--- src/rtl/boot_pkg.sv ---
package boot_pkg;

    localparam int COMM_W = 2;

    typedef struct packed {
        logic              host_boot;
        logic [COMM_W-1:0] comm;
    } strap_t;

    typedef enum logic [2:0] {
        LD_IDLE,
        LD_HOST,
        LD_HDR0,
        LD_HDR1,
        LD_BODY,
        LD_DONE
    } ld_state_e;

    // Serial modes have the mode MSB clear.
    function automatic logic is_serial(input logic [COMM_W-1:0] comm);
        return !comm[COMM_W-1];
    endfunction

    function automatic logic [15:0] clamp_count(input logic [15:0] raw,
                                                input logic [16:0] lim);
        return ({1'b0, raw} > lim) ? lim[15:0] : raw;
    endfunction

endpackage

--- src/rtl/boot_strap_latch.sv ---
module boot_strap_latch
    import boot_pkg::*;
(
    input  logic              clk,
    input  logic              rst,
    input  logic              strap_boot_i,
    input  logic [COMM_W-1:0] strap_comm_i,
    output strap_t            straps_o
);
    strap_t straps_q;

    // Track the pins throughout reset; freeze on release.
    always_ff @(posedge clk) begin
        if (rst) begin
            straps_q <= '{host_boot: strap_boot_i, comm: strap_comm_i};
        end
    end

    assign straps_o = straps_q;

    AST_STRAP_HOLD: assert property (@(posedge clk) disable iff (rst)
        !$past(rst) |-> $stable(straps_q));

endmodule

--- src/rtl/boot_clk_ctrl.sv ---
module boot_clk_ctrl #(
    parameter int PRE_DIV = 4
) (
    input  logic clk,
    input  logic rst,
    input  logic boot_done_i,
    output logic clk_en_o
);
    localparam int DW = (PRE_DIV > 1) ? $clog2(PRE_DIV) : 1;
    localparam logic [DW-1:0] LAST = DW'(PRE_DIV - 1);

    logic [DW-1:0] cnt;

    generate
        if ((PRE_DIV & (PRE_DIV - 1)) == 0) begin : g_pow2
            always_ff @(posedge clk) begin
                if (rst) cnt <= '0;
                else     cnt <= cnt + 1'b1;
            end
        end else begin : g_mod
            always_ff @(posedge clk) begin
                if (rst)             cnt <= '0;
                else if (cnt == LAST) cnt <= '0;
                else                 cnt <= cnt + 1'b1;
            end
        end
    endgenerate

    assign clk_en_o = boot_done_i | (cnt == LAST);

    AST_SLOW_GAP: assert property (@(posedge clk) disable iff (rst)
        (PRE_DIV > 1 && clk_en_o && !boot_done_i) |=> (!clk_en_o || boot_done_i));

endmodule

--- src/rtl/boot_loader_fsm.sv ---
module boot_loader_fsm
    import boot_pkg::*;
#(
    parameter int EXT_AW    = 16,
    parameter int RAM_DEPTH = 4096,
    parameter int WAIT_CYC  = 2
) (
    input  logic                         clk,
    input  logic                         rst,
    input  strap_t                       straps_i,
    input  logic                         host_load_done_i,
    input  logic [7:0]                   mem_data_i,
    output logic [EXT_AW-1:0]            mem_addr_o,
    output logic                         mem_rd_o,
    output logic                         ram_we_o,
    output logic [$clog2(RAM_DEPTH)-1:0] ram_addr_o,
    output logic [7:0]                   ram_wdata_o,
    output logic                         boot_done_o
);
    localparam int RAM_AW = $clog2(RAM_DEPTH);
    localparam int WW     = (WAIT_CYC > 0) ? $clog2(WAIT_CYC + 1) : 1;
    localparam logic [WW-1:0] WLAST = WW'(WAIT_CYC);

    ld_state_e         state;
    logic [WW-1:0]     wcnt;
    logic [7:0]        cnt_lo;
    logic [15:0]       total;
    logic [15:0]       idx;
    logic              fin_q, done_q, we_q;
    logic [RAM_AW-1:0] waddr_q;
    logic [7:0]        wdata_q;
    logic              host_sel, cap;
    logic [15:0]       raw_cnt;

    assign host_sel = straps_i.host_boot | !is_serial(straps_i.comm);
    assign cap      = (wcnt == WLAST);
    assign raw_cnt  = {mem_data_i, cnt_lo};

    always_ff @(posedge clk) begin
        if (rst) begin
            state   <= LD_IDLE;
            wcnt    <= '0;
            cnt_lo  <= '0;
            total   <= '0;
            idx     <= '0;
            fin_q   <= 1'b0;
            done_q  <= 1'b0;
            we_q    <= 1'b0;
            waddr_q <= '0;
            wdata_q <= '0;
        end else begin
            we_q  <= 1'b0;
            fin_q <= 1'b0;
            if (fin_q) done_q <= 1'b1;
            unique case (state)
                LD_IDLE: begin
                    wcnt  <= '0;
                    state <= host_sel ? LD_HOST : LD_HDR0;
                end
                LD_HOST: begin
                    if (host_load_done_i) begin
                        fin_q <= 1'b1;
                        state <= LD_DONE;
                    end
                end
                LD_HDR0: begin
                    if (cap) begin
                        cnt_lo <= mem_data_i;
                        wcnt   <= '0;
                        state  <= LD_HDR1;
                    end else begin
                        wcnt <= wcnt + 1'b1;
                    end
                end
                LD_HDR1: begin
                    if (cap) begin
                        wcnt  <= '0;
                        idx   <= '0;
                        total <= clamp_count(raw_cnt, 17'(RAM_DEPTH));
                        if (raw_cnt == 16'd0) begin
                            fin_q <= 1'b1;
                            state <= LD_DONE;
                        end else begin
                            state <= LD_BODY;
                        end
                    end else begin
                        wcnt <= wcnt + 1'b1;
                    end
                end
                LD_BODY: begin
                    if (cap) begin
                        we_q    <= 1'b1;
                        waddr_q <= idx[RAM_AW-1:0];
                        wdata_q <= mem_data_i;
                        wcnt    <= '0;
                        idx     <= idx + 16'd1;
                        if (idx + 16'd1 == total) begin
                            fin_q <= 1'b1;
                            state <= LD_DONE;
                        end
                    end else begin
                        wcnt <= wcnt + 1'b1;
                    end
                end
                default: state <= LD_DONE;
            endcase
        end
    end

    always_comb begin
        mem_rd_o   = 1'b0;
        mem_addr_o = '0;
        case (state)
            LD_HDR0: mem_rd_o = 1'b1;
            LD_HDR1: begin
                mem_rd_o   = 1'b1;
                mem_addr_o = EXT_AW'(1);
            end
            LD_BODY: begin
                mem_rd_o   = 1'b1;
                mem_addr_o = EXT_AW'(idx + 16'd2);
            end
            default: ;
        endcase
    end

    assign ram_we_o    = we_q;
    assign ram_addr_o  = waddr_q;
    assign ram_wdata_o = wdata_q;
    assign boot_done_o = done_q;

    AST_HOST_NO_BUS: assert property (@(posedge clk) disable iff (rst)
        host_sel |-> (!mem_rd_o && !ram_we_o));
    AST_ADDR_HOLD: assert property (@(posedge clk) disable iff (rst)
        (mem_rd_o && wcnt != '0) |-> $stable(mem_addr_o));
    AST_WR_AFTER_RD: assert property (@(posedge clk) disable iff (rst)
        ram_we_o |-> $past(mem_rd_o));
    AST_DONE_STICKY: assert property (@(posedge clk) disable iff (rst)
        boot_done_o |=> boot_done_o);
    AST_DONE_QUIET: assert property (@(posedge clk) disable iff (rst)
        boot_done_o |-> !mem_rd_o);

endmodule

--- src/rtl/boot_strap_seq.sv ---
module boot_strap_seq
    import boot_pkg::*;
#(
    parameter int EXT_AW    = 16,
    parameter int RAM_DEPTH = 4096,
    parameter int WAIT_CYC  = 2,
    parameter int PRE_DIV   = 4,
    localparam int RAM_AW   = $clog2(RAM_DEPTH)
) (
    input  logic              clk,
    input  logic              rst,
    input  logic              strap_boot_i,
    input  logic [COMM_W-1:0] strap_comm_i,
    input  logic              host_load_done_i,
    input  logic              msg_pending_i,
    input  logic [7:0]        mem_data_i,
    output logic [EXT_AW-1:0] mem_addr_o,
    output logic              mem_rd_o,
    output logic              mem_if_en_o,
    output logic              ram_we_o,
    output logic [RAM_AW-1:0] ram_addr_o,
    output logic [7:0]        ram_wdata_o,
    output logic              boot_done_o,
    output logic              core_clk_en_o,
    output logic              irq_drive_o,
    output logic              latched_host_o,
    output logic [COMM_W-1:0] latched_comm_o
);
    strap_t straps;
    logic   done;

    boot_strap_latch u_latch (
        .clk          (clk),
        .rst          (rst),
        .strap_boot_i (strap_boot_i),
        .strap_comm_i (strap_comm_i),
        .straps_o     (straps)
    );

    boot_loader_fsm #(
        .EXT_AW    (EXT_AW),
        .RAM_DEPTH (RAM_DEPTH),
        .WAIT_CYC  (WAIT_CYC)
    ) u_loader (
        .clk              (clk),
        .rst              (rst),
        .straps_i         (straps),
        .host_load_done_i (host_load_done_i),
        .mem_data_i       (mem_data_i),
        .mem_addr_o       (mem_addr_o),
        .mem_rd_o         (mem_rd_o),
        .ram_we_o         (ram_we_o),
        .ram_addr_o       (ram_addr_o),
        .ram_wdata_o      (ram_wdata_o),
        .boot_done_o      (done)
    );

    boot_clk_ctrl #(.PRE_DIV(PRE_DIV)) u_clk (
        .clk         (clk),
        .rst         (rst),
        .boot_done_i (done),
        .clk_en_o    (core_clk_en_o)
    );

    assign boot_done_o    = done;
    assign irq_drive_o    = done & msg_pending_i;
    assign mem_if_en_o    = is_serial(straps.comm);
    assign latched_host_o = straps.host_boot;
    assign latched_comm_o = straps.comm;

    AST_SERIAL_ONLY_RD: assert property (@(posedge clk) disable iff (rst)
        mem_rd_o |-> mem_if_en_o);

endmodule

--- config.mk ---
export PLATFORM = sky130hd
export DESIGN_NAME = boot_strap_seq
export DESIGN_NICKNAME = d
export VERILOG_FILES = /design/src/rtl/boot_pkg.sv /design/src/rtl/boot_strap_latch.sv /design/src/rtl/boot_clk_ctrl.sv /design/src/rtl/boot_loader_fsm.sv /design/src/rtl/boot_strap_seq.sv
export SDC_FILE = /design/constraint.sdc
export NUM_CORES = 1
export LEC_CHECK = 0
export BUFFER_PORTS_ARGS = -buffer_cell sky130_fd_sc_hd__buf_2
export CAP_MARGIN = 5
export CORE_ASPECT_RATIO = 0.9
export CORE_UTILIZATION = 55
export CTS_CLUSTER_DIAMETER = 40
export DETAILED_ROUTE_END_ITERATION = 8
export PLACE_DENSITY = 0.78
export SLEW_MARGIN = 20
export SYNTH_ARGS = -nofsm -noshare
export SYNTH_HDL_FRONTEND = slang
export SYNTH_SLANG_ARGS = --single-unit
export TNS_END_PERCENT = 50
--- constraint.sdc ---
create_clock -name clk -period 2.9 [get_ports clk]
set_input_delay 0.145 -clock clk [delete_from_list [all_inputs] [get_ports clk]]
set_output_delay 0.145 -clock clk [all_outputs]
set_load 0.02 [all_outputs]
==> out/metrics.csv <==
stage,metric,value,unit
timing,whs,0.0521,ns
worst_setup_path,crit_buf_inv,1,
synth,synthFlopType,dfxtp_1,
synth,synth_edf_count,3,
global_route,grt_pass1_wl,14500,um
die,fp.dieW,88.9,um
power_and_ir_drop,p_sw_share,28.2,%
timing,skew,0.00857,ns
global_route,grt_use_met2,41.5,%
clock_tree,root_buffer,clkbuf_8,
synth,synth-seq-cells,73,
global_route,grt_antenna_before_repair,0,
die,dieArea,7130,um^2
drt,wl_per_cell,15.1,um
worst_setup_path,rrSetupSlack,0.35,ns
clock_tree,htree_levels,3,
synth,synthTopCellsByArea,"dfxtp_1 37%, nand2_1 5.7%, nor2_1 5.7%, a21oi_1 4.7%, xnor2_1 4.5%",
synth,syn_avg_cell_area,8.18,um^2
clock_tree,cts_setup_buffers,0,
drt,vias,3446,
synth,synth_nets,475,
global_route,grt_start_max_net_pins,56,
outcome,outcome,finished clean,
synth,synth_common_cells,"70 x dfxtp_1, 57 x nand2_1, 57 x nor2_1",
run,cap_violations,0,
die,die_h,80.2,um
drt,postRouteAntennaNets,0,
hold_path,hp-start,mem_data_i[5],
timing,post-route-min-period,2.60,ns
drt,via_per_inst,5.78,
clock_tree,clk_latency,0.35,ns
worst_setup_path,rr_endpoint,u_loader.fin_q,
clock_tree,clkTransAtPathRegs,0.08,ns
synth,synth_top_area_share,37.5,%
worst_setup_path,end_kind,output pin,
synth,syn_inst,457,
global_route,met1_usage,35.2,%
hold_path,min_to,u_loader.ram_wdata_o[5],
power_and_ir_drop,p_leak,1.70,nW
timing,worst_slew_margin_rel,42.6,%
die,core,6590,um^2
placed_design,io_buffers,59,
synth,yosys.area.top_type,dfxtp_1,
clock_tree,numCtsBuffers,9,
worst_setup_path,max_stage_delay,0.60,ns
worst_setup_path,crit_fanout,12,
synth,seq_area_frac_synth,39.9,%
power_and_ir_drop,p_seq_share,49.1,%
finish,multiInputGateArea,2020,um^2
worst_setup_path,worstPathArrival,2.46,ns
drt,dr.pass1.iters,5,
worst_setup_path,cp_cell_sequence,"and3_1, and3_1, and3_1, and3_1, xnor2_1, nor2_1, buf_2",
worst_setup_path,slowest_stage,dfxtp_1,
die,initial_core_util,56.7,%
power_and_ir_drop,vdd_drop_max,0.399,mV
synth,synth.most_common_cell,dfxtp_1,
timing,slew_violations,0,
finish,drive_above_1_share,19.4,%
synth,synthesis.area,3740,um^2
global_route,met3_usage,6.58,%
timing,finalSetupViolCount,0,
die,core.rowCount,28,
finish,nFillCells,601,
clock_tree,ctsResizeCount,0,
worst_setup_path,path_class,register to output pin,
placed_design,place_hpwl,6290,um
timing,fin_tns_setup,0,ns
finish,antenna_cells,0,
power_and_ir_drop,power_density,528,nW/um^2
global_route,grt-busiest-layer,met2,
worst_setup_path,r2r_cells,7,
timing,hold_viol,0,
timing,max_clock_freq,384,MHz
worst_setup_path,startpoint_type,register,
drt,drtIter0Drc,287,
worst_setup_path,timing.rr.start,u_loader.idx[2],
timing,worst_pin_slew,0.856,ns
timing,period_share,89.8,%
clock_tree,clock_sinks,73,
hold_path,hold_class,input port to register,
worst_setup_path,critical_path.top_delay_family,simple AND/OR/NAND/NOR gates,
synth,ys_types,56,
drt,drt_wl_total,9000,um
die,boundaryPins,60,
timing,rsz0062_at_grt,no,
clock_tree,cts_tree,done,
synth,yosys_warnings,0,
power_and_ir_drop,combPwrFrac,13.9,%
global_route,first_global_vias,3057,
power_and_ir_drop,pwr-share-clk,37.0,%
global_route,globalRoute.totalOverflow,0,
global_route,grt_use_total,26.9,%
finish,fin_nets,519,
drt,route.detailed.drc,0,
finish,syn_to_final_growth,13.9,%
worst_setup_path,critPathRequiredTime,2.76,ns
finish,area.sequential,1490,um^2
clock_tree,cts_buffer_depth,2,
power_and_ir_drop,p_switching,0.633,mW
synth,async_flop_share,0,%
placed_design,globalplace.congestion,0.887,
power_and_ir_drop,internal_power,1.61,mW
hold_path,holdPathStages,3,
worst_setup_path,path_common_cell,and3_1,
## flip-flops by register name, indices dropped and copies added, names as in the netlist
| name | flops |
|---|---|
| u_loader.state | 3 |
| u_loader.wcnt | 2 |
| u_loader.ram_wdata_o | 8 |
| u_clk.cnt | 2 |
| u_loader.ram_addr_o | 12 |
| u_loader.boot_done_o | 1 |
| u_loader.ram_we_o | 1 |
| u_loader.cnt_lo | 8 |
| u_loader.total | 16 |
| u_latch.straps_o | 3 |
| u_loader.fin_q | 1 |
| u_loader.idx | 16 |
## layout make-up
cell class              count  share of cell area (%)
clock inverters             5                    1.44
well taps                  90                    2.64
clock buffers              11                    3.56
inverters                   7                   0.617
repair buffers             71                    9.23
flip-flops and latches     73                    35.0
multi-input cells         339                    47.5
## power by group through the flow
stage	combinational [mW]	sequential (mW)	clock, mW
final	0.313	1.10	0.830
after global routing	0.347	1.11	0.887
after CTS	0.315	1.10	0.849
after detailed placement	0.311	1.12	0
after global placement	0.302	1.13	0
after floorplan	0.258	1.09	0
## routing by layer
layer  up-vias  part of all wire, %
met3        23                  5.7
met1      1614                   45
met5         -                    0
met4         0                  2.8
li1       1689                    -
met2       120                   46
## cells in the final DEF (no fill, tap or decap), drive strengths merged, types with 4 or more instances in the layout
| master | n |
|---|---|
| nand3 | 15 |
| nand2 | 58 |
| inv | 8 |
| and2 | 4 |
| a21oi | 36 |
| o21ai | 24 |
| nor3 | 8 |
| mux2i | 8 |
| o211ai | 4 |
| and3 | 11 |
| clkbuf | 11 |
| nand4 | 6 |
| nor2 | 57 |
| nor4 | 9 |
| o31ai | 5 |
| a22oi | 14 |
| or3 | 7 |
| dfxtp | 70 |
| nand2b | 4 |
| nor2b | 5 |
| xnor2 | 19 |
| xor2 | 13 |
| buf | 68 |
## kinds of logic after synthesis
| kind of cell | after synthesis | synth area share, % |
|---|---|---|
| DFF | 73 | 39.9 |
| and+or+nand+nor | 191 | 25.4 |
| xor gates and xnor gates | 32 | 7.50 |
| muxes | 8 | 2.14 |
| AOI/OAI and AO/OA | 105 | 18.0 |
| adders and majority gates | 3 | 1.00 |
| buffers and inverters | 45 | 5.99 |
## per-stage QoR
stage          total power, mW  instances  util, %  setup WS (ns)  instance area, um^2
6_report                  2.25        596     64.6          0.297                 4260
4_1_cts                   2.27        596     64.6          0.303                 4260
2_1_floorplan             1.35        457        -          0.899                 3740
5_1_grt                   2.35        596     64.6         0.0862                 4260
3_5_place_dp              1.44        577     61.0          0.434                 4020
3_3_place_gp              1.43        577     61.0          0.614                 4020
## worst max-delay path by stage
stage | startpoint | endpoint | slack (ns) | cells past startpoint
after detailed placement | u_loader.idx[2] | u_loader.fin_q | 0.43 | 7
after global placement | u_loader.idx[2] | u_loader.fin_q | 0.61 | 7
after CTS | u_loader.idx[4] | mem_addr_o[15] | 0.30 | 7
final | u_loader.idx[4] | mem_addr_o[11] | 0.30 | 7
after floorplan | u_loader.idx[1] | u_loader.fin_q | 0.90 | 8
after global routing | u_loader.idx[4] | mem_addr_o[15] | 0.09 | 7
## worst min-delay path, delay by kind of cell
family                 cells  cell delay [ns]
buffers and inverters      1             0.12
AND/OR/NAND/NOR            1             0.05
AO/OA/AOI/OAI              1             0.05
## what timing repair did
action	4_1_cts	5_1_grt
endpoints found under the hold margin	3	0
hold buffers	3	0
endpoints found under the setup margin	0	0
(Power assumes the default switching activity.)
